===== config.mk =====
export PLATFORM = sky130hd
export DESIGN_NAME = sdram_cmd_issuer
export DESIGN_NICKNAME = d
export VERILOG_FILES = /design/src/rtl/sdram_cmd_pkg.sv /design/src/rtl/sdram_mode_shadow.sv /design/src/rtl/sdram_addr_fold.sv /design/src/rtl/sdram_pin_driver.sv /design/src/rtl/sdram_cmd_issuer.sv
export SDC_FILE = /design/constraint.sdc
export NUM_CORES = 1
export LEC_CHECK = 0
export CAP_MARGIN = 40
export CORE_MARGIN = 10
export CORE_UTILIZATION = 50
export DETAILED_ROUTE_END_ITERATION = 10
export GPL_TIMING_DRIVEN = 0
export PLACE_DENSITY_LB_ADDON = 0.2
export SLEW_MARGIN = 15
export SYNTH_ARGS = -nofsm -noshare
export SYNTH_HDL_FRONTEND = slang
export SYNTH_SLANG_ARGS = --single-unit

===== constraint.sdc =====
create_clock -name clk -period 3.1 [get_ports clk]
set_input_delay 0.62 -clock clk [delete_from_list [all_inputs] [get_ports clk]]
set_output_delay 0.62 -clock clk [all_outputs]
set_load 0.02 [all_outputs]

===== src/rtl/sdram_cmd_pkg.sv =====
package sdram_cmd_pkg;

   typedef enum logic [3:0] {
      RQ_LOADMODE  = 4'd0,
      RQ_REFRESH   = 4'd1,
      RQ_PRECHARGE = 4'd2,
      RQ_ACTIVATE  = 4'd3,
      RQ_WRITE     = 4'd4,
      RQ_READ      = 4'd5,
      RQ_ZQCAL     = 4'd6,
      RQ_NOP       = 4'd7,
      RQ_DESELECT  = 4'd8,
      RQ_PWRDOWN   = 4'd9,
      RQ_SELFREF   = 4'd10
   } req_kind_e;

   // {cs_n, ras_n, cas_n, we_n}
   typedef logic [3:0] pin_cmd_t;

   localparam pin_cmd_t PC_IDLE = 4'b1111;

   // Encodes an active command; low three bits of the code map onto ras/cas/we
   function automatic pin_cmd_t active_cmd(input logic [2:0] rcw);
      return {1'b0, rcw};
   endfunction

endpackage


===== src/rtl/sdram_mode_shadow.sv =====
module sdram_mode_shadow #(
   parameter int ADDR_W = 14,
   parameter int BANK_W = 3,
   parameter int NUM_MR = 3
) (
   input  logic              clk,
   input  logic              rst_n,
   input  logic              wr_en,
   input  logic [BANK_W-1:0] wr_sel,
   input  logic [ADDR_W-1:0] wr_data,
   output logic [1:0]        mr0_blfield,
   output logic [4:0]        cl_o,
   output logic [3:0]        cwl_o,
   output logic [4:0]        al_o,
   output logic [5:0]        rl_o,
   output logic [5:0]        wl_o
);

   localparam int SEL_RANGE = 1 << BANK_W;

   if (NUM_MR < 3) begin : g_bad_mr
      $error("sdram_mode_shadow: NUM_MR must be at least 3");
   end
   if (ADDR_W < 7) begin : g_bad_aw
      $error("sdram_mode_shadow: ADDR_W too narrow for mode fields");
   end
   if (SEL_RANGE < NUM_MR) begin : g_bad_bw
      $error("sdram_mode_shadow: BANK_W cannot select every mode register");
   end

   logic [ADDR_W-1:0] mr_q [NUM_MR];

   for (genvar i = 0; i < NUM_MR; i++) begin : g_mr
      always_ff @(posedge clk or negedge rst_n) begin
         if (!rst_n)
            mr_q[i] <= '0;
         else if (wr_en && (wr_sel == BANK_W'(i)))
            mr_q[i] <= wr_data;
      end

      AST_MR_UNTOUCHED: assert property (@(posedge clk) disable iff (!rst_n)
         (!wr_en || wr_sel != BANK_W'(i)) |=> $stable(mr_q[i]));
   end

   logic [4:0] cl_n;
   logic [3:0] cwl_n;
   logic [4:0] al_n;
   logic [1:0] al_fld;

   always_comb begin
      cl_n   = {1'b0, mr_q[0][2], mr_q[0][6:4]} + 5'd4;
      cwl_n  = {1'b0, mr_q[2][5:3]} + 4'd5;
      al_fld = mr_q[1][4:3];
      al_n   = (al_fld == 2'b00) ? 5'd0 : (cl_n - {3'b000, al_fld});
   end

   always_ff @(posedge clk or negedge rst_n) begin
      if (!rst_n) begin
         cl_o  <= 5'd4;
         cwl_o <= 4'd5;
         al_o  <= 5'd0;
         rl_o  <= 6'd4;
         wl_o  <= 6'd5;
      end else begin
         cl_o  <= cl_n;
         cwl_o <= cwl_n;
         al_o  <= al_n;
         rl_o  <= {1'b0, cl_n} + {1'b0, al_n};
         wl_o  <= {2'b00, cwl_n} + {1'b0, al_n};
      end
   end

   assign mr0_blfield = mr_q[0][1:0];

   AST_AL_BELOW_CL: assert property (@(posedge clk) disable iff (!rst_n)
      (al_o == 5'd0) || (al_o < cl_o));

endmodule


===== src/rtl/sdram_addr_fold.sv =====
module sdram_addr_fold #(
   parameter int ADDR_W = 14,
   parameter int COL_W  = 12
) (
   input  logic [COL_W-1:0]  col,
   input  logic              ap,
   input  logic              bc,
   output logic [ADDR_W-1:0] a_out
);

   localparam int UPPER = COL_W - 11;

   if (ADDR_W < 13) begin : g_bad_aw
      $error("sdram_addr_fold: ADDR_W must reach the chop bit");
   end
   if (COL_W < 11) begin : g_bad_cw
      $error("sdram_addr_fold: COL_W must be at least 11");
   end
   if (UPPER > ADDR_W - 13) begin : g_bad_fit
      $error("sdram_addr_fold: upper column bits do not fit above bit 12");
   end

   always_comb begin
      a_out     = '0;
      a_out[9:0] = col[9:0];
      a_out[10] = ap;
      a_out[11] = col[10];
      a_out[12] = bc;
      for (int k = 11; k < COL_W; k++)
         a_out[k + 2] = col[k];
   end

endmodule


===== src/rtl/sdram_pin_driver.sv =====
module sdram_pin_driver
   import sdram_cmd_pkg::*;
#(
   parameter int ADDR_W = 14,
   parameter int BANK_W = 3
) (
   input  logic              clk,
   input  logic              rst_n,
   input  logic              stg_vld,
   input  logic [3:0]        stg_kind,
   input  logic [BANK_W-1:0] stg_bank,
   input  logic [ADDR_W-1:0] stg_addr,
   input  logic [ADDR_W-1:0] stg_folded,
   input  logic              stg_flag,
   input  logic              stg_chop,
   input  logic [1:0]        mr0_blfield,
   output logic              cke_o,
   output logic              cs_n_o,
   output logic              ras_n_o,
   output logic              cas_n_o,
   output logic              we_n_o,
   output logic [BANK_W-1:0] ba_o,
   output logic [ADDR_W-1:0] a_o,
   output logic [3:0]        acc_bl_o
);

   logic     lp_q;
   pin_cmd_t cmd_q;
   logic     bl_eight;

   always_comb begin
      bl_eight = (mr0_blfield == 2'b00) || (stg_chop && mr0_blfield == 2'b01);
   end

   always_ff @(negedge clk or negedge rst_n) begin
      if (!rst_n) begin
         cke_o    <= 1'b0;
         cmd_q    <= PC_IDLE;
         ba_o     <= '0;
         a_o      <= '0;
         lp_q     <= 1'b1;
         acc_bl_o <= 4'd0;
      end else if (!stg_vld) begin
         cke_o <= !lp_q;
         cmd_q <= PC_IDLE;
         ba_o  <= '0;
         a_o   <= '0;
      end else begin
         cke_o <= 1'b1;
         lp_q  <= 1'b0;
         ba_o  <= '0;
         a_o   <= '0;
         unique case (stg_kind)
            RQ_LOADMODE, RQ_ACTIVATE: begin
               cmd_q <= active_cmd(stg_kind[2:0]);
               ba_o  <= stg_bank;
               a_o   <= stg_addr;
            end
            RQ_REFRESH: cmd_q <= active_cmd(stg_kind[2:0]);
            RQ_PRECHARGE: begin
               cmd_q     <= active_cmd(stg_kind[2:0]);
               ba_o      <= stg_bank;
               a_o[10]   <= stg_flag;
            end
            RQ_WRITE, RQ_READ: begin
               cmd_q    <= active_cmd(stg_kind[2:0]);
               ba_o     <= stg_bank;
               a_o      <= stg_folded;
               acc_bl_o <= bl_eight ? 4'd8 : 4'd4;
            end
            RQ_ZQCAL: begin
               cmd_q   <= active_cmd(stg_kind[2:0]);
               a_o[10] <= stg_flag;
            end
            RQ_DESELECT: cmd_q <= PC_IDLE;
            RQ_PWRDOWN: begin
               cke_o <= 1'b0;
               lp_q  <= 1'b1;
               cmd_q <= PC_IDLE;
            end
            RQ_SELFREF: begin
               cke_o <= 1'b0;
               lp_q  <= 1'b1;
               cmd_q <= active_cmd(3'b001);
            end
            default: cmd_q <= active_cmd(3'b111);
         endcase
      end
   end

   assign {cs_n_o, ras_n_o, cas_n_o, we_n_o} = cmd_q;

   AST_DESELECT_QUIET: assert property (@(posedge clk) disable iff (!rst_n)
      cs_n_o |-> (ras_n_o && cas_n_o && we_n_o));

   AST_LOWPOWER_FORM: assert property (@(posedge clk) disable iff (!rst_n)
      !cke_o |-> (cs_n_o || (!ras_n_o && !cas_n_o && we_n_o)));

endmodule


===== src/rtl/sdram_cmd_issuer.sv =====
module sdram_cmd_issuer
   import sdram_cmd_pkg::*;
#(
   parameter int BANK_W = 3,
   parameter int ADDR_W = 14,
   parameter int COL_W  = 12
) (
   input  logic              clk,
   input  logic              rst_n,
   input  logic              req_valid,
   output logic              req_ready,
   input  logic [3:0]        req_kind,
   input  logic [BANK_W-1:0] req_bank,
   input  logic [ADDR_W-1:0] req_addr,
   input  logic [COL_W-1:0]  req_col,
   input  logic              req_flag,
   input  logic              req_chop,
   output logic              cke,
   output logic              cs_n,
   output logic              ras_n,
   output logic              cas_n,
   output logic              we_n,
   output logic [BANK_W-1:0] ba,
   output logic [ADDR_W-1:0] a,
   output logic [3:0]        acc_bl,
   output logic [4:0]        cl,
   output logic [3:0]        cwl,
   output logic [4:0]        al,
   output logic [5:0]        rl,
   output logic [5:0]        wl
);

   if (BANK_W < 2) begin : g_bad_bank
      $error("sdram_cmd_issuer: BANK_W must be at least 2");
   end

   logic              ready_q;
   logic              take;
   logic              stg_vld;
   logic [3:0]        stg_kind;
   logic [BANK_W-1:0] stg_bank;
   logic [ADDR_W-1:0] stg_addr;
   logic [COL_W-1:0]  stg_col;
   logic              stg_flag;
   logic              stg_chop;
   logic [ADDR_W-1:0] folded;
   logic [1:0]        mr0_blfield;

   assign take      = req_valid && ready_q;
   assign req_ready = ready_q;

   always_ff @(posedge clk or negedge rst_n) begin
      if (!rst_n) begin
         ready_q  <= 1'b0;
         stg_vld  <= 1'b0;
         stg_kind <= 4'(RQ_NOP);
         stg_bank <= '0;
         stg_addr <= '0;
         stg_col  <= '0;
         stg_flag <= 1'b0;
         stg_chop <= 1'b0;
      end else begin
         ready_q <= 1'b1;
         stg_vld <= take;
         if (take) begin
            stg_kind <= req_kind;
            stg_bank <= req_bank;
            stg_addr <= req_addr;
            stg_col  <= req_col;
            stg_flag <= req_flag;
            stg_chop <= req_chop;
         end
      end
   end

   sdram_mode_shadow #(
      .ADDR_W (ADDR_W),
      .BANK_W (BANK_W),
      .NUM_MR (3)
   ) u_shadow (
      .clk         (clk),
      .rst_n       (rst_n),
      .wr_en       (take && req_kind == 4'(RQ_LOADMODE)),
      .wr_sel      (req_bank),
      .wr_data     (req_addr),
      .mr0_blfield (mr0_blfield),
      .cl_o        (cl),
      .cwl_o       (cwl),
      .al_o        (al),
      .rl_o        (rl),
      .wl_o        (wl)
   );

   sdram_addr_fold #(
      .ADDR_W (ADDR_W),
      .COL_W  (COL_W)
   ) u_fold (
      .col   (stg_col),
      .ap    (stg_flag),
      .bc    (stg_chop),
      .a_out (folded)
   );

   sdram_pin_driver #(
      .ADDR_W (ADDR_W),
      .BANK_W (BANK_W)
   ) u_pins (
      .clk         (clk),
      .rst_n       (rst_n),
      .stg_vld     (stg_vld),
      .stg_kind    (stg_kind),
      .stg_bank    (stg_bank),
      .stg_addr    (stg_addr),
      .stg_folded  (folded),
      .stg_flag    (stg_flag),
      .stg_chop    (stg_chop),
      .mr0_blfield (mr0_blfield),
      .cke_o       (cke),
      .cs_n_o      (cs_n),
      .ras_n_o     (ras_n),
      .cas_n_o     (cas_n),
      .we_n_o      (we_n),
      .ba_o        (ba),
      .a_o         (a),
      .acc_bl_o    (acc_bl)
   );

   AST_ACCESS_BL_LEGAL: assert property (@(posedge clk) disable iff (!rst_n)
      (!cs_n && ras_n && !cas_n) |-> (acc_bl == 4'd4 || acc_bl == 4'd8));

   AST_IDLE_DESELECT: assert property (@(posedge clk) disable iff (!rst_n)
      (!stg_vld && cke) |-> cs_n);

endmodule


==> results.md <==
* Worst-skew pair later-pin latency at 390 ps
* Synth Area in Compound Gates at 0.06879
* Leakage at 2.428 nW
* YS warnings at 0
* Post-Route WL at 8234 um
* Min-delay worst type: in -> async
* Num CTS Buffers at 9
* Register bit total from synthesis at 99
* Antenna violations before repair at 0
* Crit path kind: reg -> out
* Setup ws final at -90.42 ps
* Synth Area in Simple Gates at 0.07567
* Core Box Area at 7767 sq um
* Dominant synthesized flop cell: dfrtp_1
* Via density at 5.012
* RSZ-0062 raised after global routing: true
* Worst slew pin tran at 685.3 ps
* Most common cell in the netlist: dfrtp_1
* Sequential element share of the synthesized area at 0.6235
* Clock transition at path regs at 100 ps
* Cell variety after synth at 46
* Avg Inst Size Synth at 14.50 sq um
* Max Root-Sink Buffers at 2
* GPL Wtd Cong at 0.7710
* CP bufs+invs at 1
* Worst path slowest cell: dfstp_2
* Row cnt at 32
* Synthesized area at 4001 sq um
* Clock sink total at 99
* Post-synthesis mux area share at 0.1295
* Tot Pwr at 0.002742 W
* Top-Level Pins at 91
* Final-report setup violation count at 4
* Clock Skews at 59.75 ps
* Number of antenna repair diodes at 0
* Worst path top cell family by delay: flip-flops
* Endpoint class of the critical path: output port
* Layout area overhead at 31.05%
* Cells along the critical path: buf_6
* Post-synthesis xor/xnor area fraction at 0.02408
* PwrDens at 522.9 nW/um^2
* Die H at 109.5 um
* Fillers at 589
* Post-synth EDFFs at 0
* CP arrival at 2570 ps
* Gate Count Post-Synth at 276
* Maximum vdd drop at 330.4 uV
* Status: finished, violations left
* CTS tree: built
* Synth top cells by count: dfrtp_1, mux2_2, dfrtn_1
* R2R cell count at 6
* Max incr delay on CP at 520 ps
* GRT overflow at 0
* CTS root buf: clkbuf_8
* Synth area leader: dfrtp_1
* Ys async rst share at 1.000
* Htree depth at 3
* Tot GR Track Use at 0.1415
* Startpoint types: flip-flop
* Pin count of the biggest net entering global routing at 57
* Failing checks: negative setup slack
* Synth top area cells: dfrtp_1, mux2_2, dfrtn_1
* # DRC at 0
* DP HPWL at 6027 um
* Post-DR wirelength/cell at 16.63 um
* Drt pass-1 iters at 4
* Post-route ant nets at 0
* Post-synth top area share at 0.4065
* Synth Area in Adders at 0.04909
* Slew HR at 0.5431
* R2r endpoint: u_pins.a_o[1]$_DFF_NN0_
* Place WS at -167.3 ps
* FF-to-FF Start: stg_kind[1]$_DFFE_PN1P_
* Die Footprint at 11980 sq um
* MaxCap Viol Count at 0
* Port Buffers at 88
* Hold Vio Cnt, Final at 0
* Vias at 2481
* Layout cell share with drive strength beyond 1 at 0.3410
* Horiz. Die Dim at 109.5 um
* Initial Util at 0.5151
* CP required at 2480 ps
* R2R Setup Slk at 40 ps
* Nets@finish at 439
* Slew Viols, Final at 0
* Largest family of logic cells by synthesized area: multiplexers
* Global-route wire length before repair at 13140 um
* Max FO, Critical Path at 1
* Starting DRC count in detailed routing at 71
* Vias in the first global route at 2617
[metal layers]
metal  vias to the layer above  GRT usage  part of all wire
met3                         7    0.05149             0.081
met1                      1246     0.1629              0.41
met4                         0    0.05112             0.010
li1                       1170          -                 -
met2                        58     0.2381              0.49
met5                         -          0                 0
[how the worst max path moves through the flow]
stage	to	from	cells past startpoint	slack, ps
after global routing	cs_n	u_pins.cmd_q[3]$_DFF_NN1_	1	-140
after floorplan	u_pins.acc_bl_o[2]$_DFFE_NN0P_	stg_kind[3]$_DFFE_PN0P_	5	130
after CTS	we_n	u_pins.cmd_q[0]$_DFF_NN1_	1	-100
after global placement	u_pins.a_o[9]$_DFF_NN0_	rst_n	1	-3480
final	cs_n	u_pins.cmd_q[3]$_DFF_NN1_	1	-90
after detailed placement	cs_n	u_pins.cmd_q[3]$_DFF_NN1_	1	-170
[what timing repair did]
| item | CTS | global route |
|---|---|---|
| hold buffers | 0 | 0 |
| gates resized for setup | 111 | 11 |
| pin swaps | 1 | 4 |
| buffers inserted | 2 | 5 |
| setup endpoints to repair | 36 | 20 |
[cell families after synthesis]
logic type,after synthesis
DFF,99
muxes,46
and+or+nand+nor,45
AOI/OAI and AO/OA,36
buffers and inverters,23
adders and majority gates,14
xor gates and xnor gates,11
other,2
[area by class of cell]
| class | count | area [sq um] | share of cell area |
|---|---|---|---|
| well taps | 102 | 127.6 | 0.02434 |
| clock inverters | 10 | 58.81 | 0.01121 |
| clock buffers | 11 | 131.4 | 0.02505 |
| inverters | 13 | 48.80 | 0.009306 |
| multi-input cells | 155 | 1440 | 0.2746 |
| flip-flops and latches | 99 | 2496 | 0.4760 |
| repair buffers | 96 | 872.1 | 0.1663 |
| plain buffers | 9 | 68.82 | 0.01312 |
[sequential cells by signal, summed over array words and instances (netlist names), 2 cells and up]
| name | flops |
|---|---|
| u_pins.acc_bl_o | 2 |
| stg_col | 12 |
| u_shadow.rl_o | 6 |
| u_pins.ba_o | 3 |
| u_pins.a_o | 14 |
| u_shadow.cwl_o | 4 |
| u_shadow.mr_q | 7 |
| stg_addr | 14 |
| u_shadow.al_fld | 2 |
| u_shadow.al_o | 5 |
| u_pins.cmd_q | 4 |
| u_shadow.wl_o | 6 |
| stg_kind | 4 |
| u_shadow.cl_o | 5 |
| stg_bank | 3 |
| u_shadow.mr0_blfield | 2 |
[report_power, final]
group | leakage, nW | internal (W) | total [W] | switching [W]
clock | 0.102 | 0.000304 | 0.000750 | 0.000446
combinational | 1.08 | 0.000256 | 0.000489 | 0.000233
sequential | 1.24 | 0.00143 | 0.00150 | 0.0000697
[stage by stage]
step | TNS (ps) | area [sq um] | utilization | hold WS (ps) | std cells
CTS | -448.0 | 5165 | 0.6649 | 322.0 | 490
finish | -334.7 | 5244 | 0.6751 | 309.4 | 495
global placement | -227880 | 5014 | 0.6455 | 426.6 | 467
detailed placement | -2114 | 5031 | 0.6477 | 449.8 | 468
floorplan | 0 | 4005 | - | 324.4 | 277
global route | -492.4 | 5244 | 0.6751 | 360.1 | 495
[placed cells by master, fill, tap and decap left out, drive strengths merged, types with 3 or more instances in the layout]
cell type / count
dfrtp: 65
clkdlybuf4s50: 63
mux2: 46
buf: 41
dfrtn: 20
inv: 18
dfstp: 14
a22o: 13
clkbuf: 12
ha: 10
nor2: 8
xnor2: 7
nand2: 7
nand2b: 6
nor3: 6
a21oi: 5
nor3b: 5
a21o: 4
nor2b: 4
xor2: 4
o21ai: 4
and2: 3
fa: 3
conb: 3
clkinvlp: 3
No activity file was read; power rests on OpenSTA's default activity.
